--- config.mk ---
export PLATFORM = sky130hd
export DESIGN_NAME = sfa_aligner
export DESIGN_NICKNAME = d
export VERILOG_FILES = /design/src/rtl/sfa_pkg.sv /design/src/rtl/sfa_bit_order.sv /design/src/rtl/sfa_history.sv /design/src/rtl/sfa_matcher.sv /design/src/rtl/sfa_aligner.sv
export SDC_FILE = /design/constraint.sdc
export NUM_CORES = 1
export LEC_CHECK = 0
export BUFFER_PORTS_ARGS = -buffer_cell sky130_fd_sc_hd__buf_2
export CORE_MARGIN = 3
export CORE_UTILIZATION = 65
export CTS_BUF_LIST = sky130_fd_sc_hd__clkbuf_16
export DETAILED_ROUTE_END_ITERATION = 10
export GPL_ROUTABILITY_DRIVEN = 0
export PLACE_DENSITY = 0.95
export SETUP_SLACK_MARGIN = 0.15
export SYNTH_ARGS = -nofsm -noshare
export SYNTH_HDL_FRONTEND = slang
export SYNTH_SLANG_ARGS = --single-unit
--- constraint.sdc ---
create_clock -name clk -period 4.3 [get_ports clk]
set_input_delay 0.86 -clock clk [delete_from_list [all_inputs] [get_ports clk]]
set_output_delay 0.86 -clock clk [all_outputs]
set_load 0.03 [all_outputs]
--- src/rtl/sfa_pkg.sv ---
package sfa_pkg;
  typedef enum logic [1:0] {
    ST_IDLE   = 2'd0,
    ST_SEARCH = 2'd1,
    ST_LOCK   = 2'd2
  } sfa_state_e;
endpackage

--- src/rtl/sfa_bit_order.sv ---
module sfa_bit_order #(
  parameter int BYTE_W = 8
) (
  input  logic [BYTE_W-1:0] din,
  input  logic              rev,
  output logic [BYTE_W-1:0] dout
);
  // Mirror each bit position when reversal is requested.
  for (genvar i = 0; i < BYTE_W; i++) begin : g_bit
    assign dout[i] = rev ? din[BYTE_W-1-i] : din[i];
  end
endmodule

--- src/rtl/sfa_history.sv ---
module sfa_history #(
  parameter int BYTE_W = 8,
  parameter int DEPTH  = 5
) (
  input  logic                    clk,
  input  logic                    rst,
  input  logic [BYTE_W-1:0]       din,
  output logic [BYTE_W*DEPTH-1:0] hist
);
  localparam int HIST_W = BYTE_W * DEPTH;

  // Oldest word sits at the top; the earliest bit is the MSB.
  always_ff @(posedge clk) begin
    if (rst) hist <= '0;
    else     hist <= {hist[HIST_W-BYTE_W-1:0], din};
  end
endmodule

--- src/rtl/sfa_matcher.sv ---
module sfa_matcher #(
  parameter int          BYTE_W = 8,
  parameter logic [7:0]  A1     = 8'hF6,
  parameter logic [7:0]  A2     = 8'h28,
  localparam int         LONG_W  = 4 * BYTE_W,
  localparam int         SHORT_W = 2 * BYTE_W,
  localparam int         WIN_W   = LONG_W + BYTE_W - 1,
  localparam int         OFF_W   = $clog2(BYTE_W)
) (
  input  logic [WIN_W-1:0] win,
  input  logic             long_mode,
  output logic             hit_any,
  output logic [OFF_W-1:0] hit_idx
);
  localparam logic [LONG_W-1:0]  LONG_PAT  = {A1, A1, A2, A2};
  localparam logic [SHORT_W-1:0] SHORT_PAT = {A1, A2};

  logic [BYTE_W-1:0] hit_long, hit_short, hit;

  // One comparator pair per candidate bit offset.
  for (genvar k = 0; k < BYTE_W; k++) begin : g_off
    logic [LONG_W-1:0] cand;
    assign cand         = win[WIN_W-1-k -: LONG_W];
    assign hit_long[k]  = (cand == LONG_PAT);
    assign hit_short[k] = (cand[SHORT_W-1:0] == SHORT_PAT);
  end

  assign hit     = long_mode ? hit_long : hit_short;
  assign hit_any = |hit;

  // Lowest offset wins when several match.
  always_comb begin
    hit_idx = '0;
    for (int k = BYTE_W - 1; k >= 0; k--) begin
      if (hit[k]) hit_idx = k[OFF_W-1:0];
    end
  end
endmodule

--- src/rtl/sfa_aligner.sv ---
module sfa_aligner #(
  parameter int         BYTE_W = 8,
  parameter logic [7:0] A1     = 8'hF6,
  parameter logic [7:0] A2     = 8'h28,
  localparam int        OFF_W  = $clog2(BYTE_W)
) (
  input  logic              clk,
  input  logic              rst,
  input  logic [BYTE_W-1:0] rx_word,
  input  logic              rev_bits,
  input  logic              pat_long,
  input  logic              realign_req,
  output logic [BYTE_W-1:0] aligned_byte,
  output logic              aligned_valid,
  output logic              locked,
  output logic              pat_det,
  output logic [OFF_W-1:0]  bit_offset
);
  import sfa_pkg::*;

  localparam int DEPTH  = 5;
  localparam int HIST_W = BYTE_W * DEPTH;
  localparam int WIN_W  = 4 * BYTE_W + BYTE_W - 1;

  logic [BYTE_W-1:0] word_msbf;
  logic [HIST_W-1:0] hist;
  logic              hit_any;
  logic [OFF_W-1:0]  hit_idx;
  logic [OFF_W-1:0]  sel;
  logic [HIST_W-1:0] shifted;
  logic [BYTE_W-1:0] slice_byte;

  sfa_state_e st;
  logic       realign_q;
  logic       long_q;
  logic       rise;

  sfa_bit_order #(.BYTE_W(BYTE_W)) u_order (
    .din  (rx_word),
    .rev  (rev_bits),
    .dout (word_msbf)
  );

  sfa_history #(.BYTE_W(BYTE_W), .DEPTH(DEPTH)) u_hist (
    .clk  (clk),
    .rst  (rst),
    .din  (word_msbf),
    .hist (hist)
  );

  sfa_matcher #(.BYTE_W(BYTE_W), .A1(A1), .A2(A2)) u_match (
    .win       (hist[HIST_W-1 -: WIN_W]),
    .long_mode (long_q),
    .hit_any   (hit_any),
    .hit_idx   (hit_idx)
  );

  assign rise       = realign_req & ~realign_q;
  assign sel        = (st == ST_SEARCH) ? hit_idx : bit_offset;
  assign shifted    = hist << sel;
  assign slice_byte = shifted[HIST_W-1 -: BYTE_W];

  always_ff @(posedge clk) begin
    if (rst) begin
      st            <= ST_IDLE;
      realign_q     <= 1'b0;
      long_q        <= 1'b0;
      bit_offset    <= '0;
      locked        <= 1'b0;
      pat_det       <= 1'b0;
      aligned_valid <= 1'b0;
      aligned_byte  <= '0;
    end else begin
      realign_q <= realign_req;
      pat_det   <= 1'b0;
      if (rise) begin
        st            <= ST_SEARCH;
        long_q        <= pat_long;
        locked        <= 1'b0;
        aligned_valid <= 1'b0;
      end else if (st == ST_SEARCH && hit_any) begin
        st            <= ST_LOCK;
        bit_offset    <= hit_idx;
        locked        <= 1'b1;
        pat_det       <= 1'b1;
        aligned_valid <= 1'b1;
        aligned_byte  <= slice_byte;
      end else if (st == ST_LOCK) begin
        aligned_valid <= 1'b1;
        aligned_byte  <= slice_byte;
      end else begin
        aligned_valid <= 1'b0;
      end
    end
  end
endmodule

==> run_results.csv <==
group,metric,value,unit
timing,tightest_slew,1.10,ns
synth,synthesis.area,3490,sq um
clocking,cts_buffers,9,
drt,wl,10.0,mm
pwr,ir_drop,0.459,mV
setup_path,critPathMaxFanout,13,
synth,synth_edf_count,0,
hold_path,hp-class,"register to register",
timing,period_share,74.8,%
synth,yosysWarnings,0,
timing,rsz0062_at_grt,"false",
clocking,cts_max_level,3,
synth,synth_area_per_cell,8.47,sq um
job,drv_cap,0,
global_route,grt_pass1_vias,3340,
timing,fin_skew,0.00630,ns
pwr,p_int,1020,uW
outcome,status,"finished clean",
global_route,met2_usage,52.1,%
global_route,track_usage,33.0,%
clocking,cts_root_buf,"clkbuf_16",
final_layout,fin_nets,437,
place,placed_cells,483,
pwr,pwr-share-seq,42.9,%
die,fp.coreArea,5140,sq um
clocking,clk_pin_slew,0.05,ns
clocking,cts_setup_buffers,0,
clocking,clock-sinks,57,
place,hpwlAfterDp,6.72,mm
clocking,cts_hold_buffers,0,
clocking,cts_tree,"built",
global_route,grt_max_degree,50,
synth,synth_xor_area_share,0,%
synth,synth_top_family_by_area,"simple AND/OR/NAND/NOR gates",
final_layout,area_delta_synth_final,11.4,%
timing,setup_viol,0,
pwr,swShare,23.8,%
final_layout,final_cells,499,
setup_path,endpoint_kind,"register",
synth,synth_cell_types,64,
global_route,grt_busiest_layer,"met2",
global_route,overflow,0,
die,die_h,79.3,um
die,die_w,79.3,um
drt,drc,0,
drt,dr.pass1.iters,6,
pwr,powerDensity,343,nW/um^2
timing,relSlewSlack,26.7,%
die,die-area,6280,sq um
pwr,total_power,1330,uW
die,start_util,67.9,%
timing,final.setup.tns,0,ns
final_layout,diodes,0,
synth,synth_seq_cells,57,
drt,drtIter0Drc,603,
synth,synth_nets,425,
timing,max_clock_freq,0.311,GHz
synth,synth_adder_area_share,0,%
pwr,power_frac_comb,6.1,%
global_route,grt_antenna_before_repair,0,
die,io_pins,27,
synth,async_flop_share,0,%
place,port_buffers,26,
setup_path,crit_required,4.53,ns
setup_path,critPathArrivalTime,3.45,ns
pwr,p_leak,0.00137,uW
drt,ant_nets,0,
die,row_count,26,
drt,post_drt_via_cell_ratio,7.31,
synth,synthCells,412,
synth,ys_seq_area_share,32.7,%
final_layout,drive_above_1_share,11.7,%
setup_path,criticalPathCategory,"register to register",
setup_path,start_kind,"register",
global_route,grtUsageMet3,7.37,%
timing,finalMaxSlewViolations,0,
timing,finalCriticalPeriod,3.22,ns
clocking,clk_latency,0.33,ns
drt,wl_per_cell,20.1,um
pwr,p_switching,317,uW
clocking,clockBufferDepth,2,
synth,synth-simple-area-share,38.4,%
pwr,p_clk_share,51.0,%
synth,synth_mux_area_share,5.52,%
global_route,grtUsageMet1,39.3,%
global_route,grt_pass1_wl,16.0,mm
synth,synth_compound_area_share,19.5,%
drt,vias,3650,
clocking,post_cts_resized,0,
timing,hold_violations,0,
synth,synthFlopType,"dfxtp_1",
-- routing by layer --
| metal | part of all wire, % | wire [um] |
|---|---|---|
| met5 | 0 | 0 |
| met4 | 6.3 | 629 |
| met3 | 10 | 1030 |
| met2 | 46 | 4630 |
| met1 | 37 | 3730 |
-- path summary, 6_finish.rpt --
| path | from | to | slack, ns | cells past startpoint |
|---|---|---|---|---|
| setup / recovery | u_hist.hist[18] | aligned_byte[0] | 1.08 | 8 |
| hold / removal | u_hist.hist[0] | u_hist.hist[8] | 0.45 | 1 |
| setup reg to reg | u_hist.hist[18] | aligned_byte[0] | 1.08 | 8 |
| hold reg to reg | u_hist.hist[0] | u_hist.hist[8] | 0.45 | 1 |
-- placed cells by master, fill, tap and decap left out, types with 8 or more instances in the layout --
master     Yosys  final
a21oi_1        8      8
a31oi_1        8      8
and2_1        10     10
and4b_1        9      9
buf_2          3     26
clkbuf_16      0      9
dfxtp_1       57     57
mux2i_1       17     17
nand2_1       17     17
nand2b_1      14     14
nand3_1       24     24
nand4_1       13     13
nor2_1        25     25
nor2b_1       41     41
nor3b_1        9      9
nor4_1        10     10
o211ai_1       8      8
o21ai_0       17     17
-- synth_stat cells (9+ instances only) --
library cell	instances	share of area, %
mux2i_1	17	4.9
nor3b_1	9	1.9
nor2b_1	41	7.4
nand2_1	17	1.8
and4b_1	9	2.6
nand4_1	13	2.3
nand3_1	24	3.4
clkbuf_1	18	1.9
nor4_1	10	1.8
dfxtp_1	57	33
nand2b_1	14	2.5
o21ai_0	17	2.4
and2_1	10	1.8
nor2_1	25	2.7
-- worst max-delay path, cell delays in order, from the launching register on --
cell       delay (ns)
dfxtp_1          0.60
and4b_1          0.30
a41oi_1          0.17
or4_1            0.57
o22ai_1          0.27
o22ai_1          0.31
a2111oi_4        0.50
a21bo_1          0.28
o2111ai_1        0.11
-- state kept, by name, summed over array words and instances (netlist names) --
name and flops:
realign_q 1, aligned_byte 8, pat_det 1, aligned_valid 1, u_hist.hist 40, bit_offset 3, st 2, long_q 1
-- area by class of cell --
type	count	area, sq um
Multi-Input combinational cell	322	2210
Fill cell	381	1250
Sequential cell	57	1140
Clock buffer	9	225
Timing Repair Buffer	26	130
Tap cell	70	87.6
Clock inverter	7	62.6
Inverter	8	30.0
-- power groups by stage --
stage	Sequential [uW]	Combinational (uW)	Clock [uW]
final	572	81.9	680
after global routing	573	88.9	703
after CTS	570	80.1	685
after detailed placement	580	78.3	0
after global placement	579	74.4	0
after floorplan	563	71.7	0
-- cells by family (layout without fill, tap and decap cells) --
family / after synthesis / after routing
AO/OA/AOI/OAI: 88 / 88
multiplexers: 19 / 19
flip-flops: 57 / 57
AND/OR/NAND/NOR: 215 / 215
buffers and inverters: 33 / 50
-- metrics by stage --
step	cell area, sq um	hold slack (ns)	utilization (%)	setup slack, ns
3_3_place_gp	3600	0.444	70.0	1.42
2_1_floorplan	3490	0.414	-	1.54
3_5_place_dp	3600	0.448	70.0	1.28
6_report	3890	0.454	75.6	1.08
4_1_cts	3890	0.454	75.6	1.17
5_1_grt	3890	0.458	75.6	0.922
(Power assumes the default switching activity.)
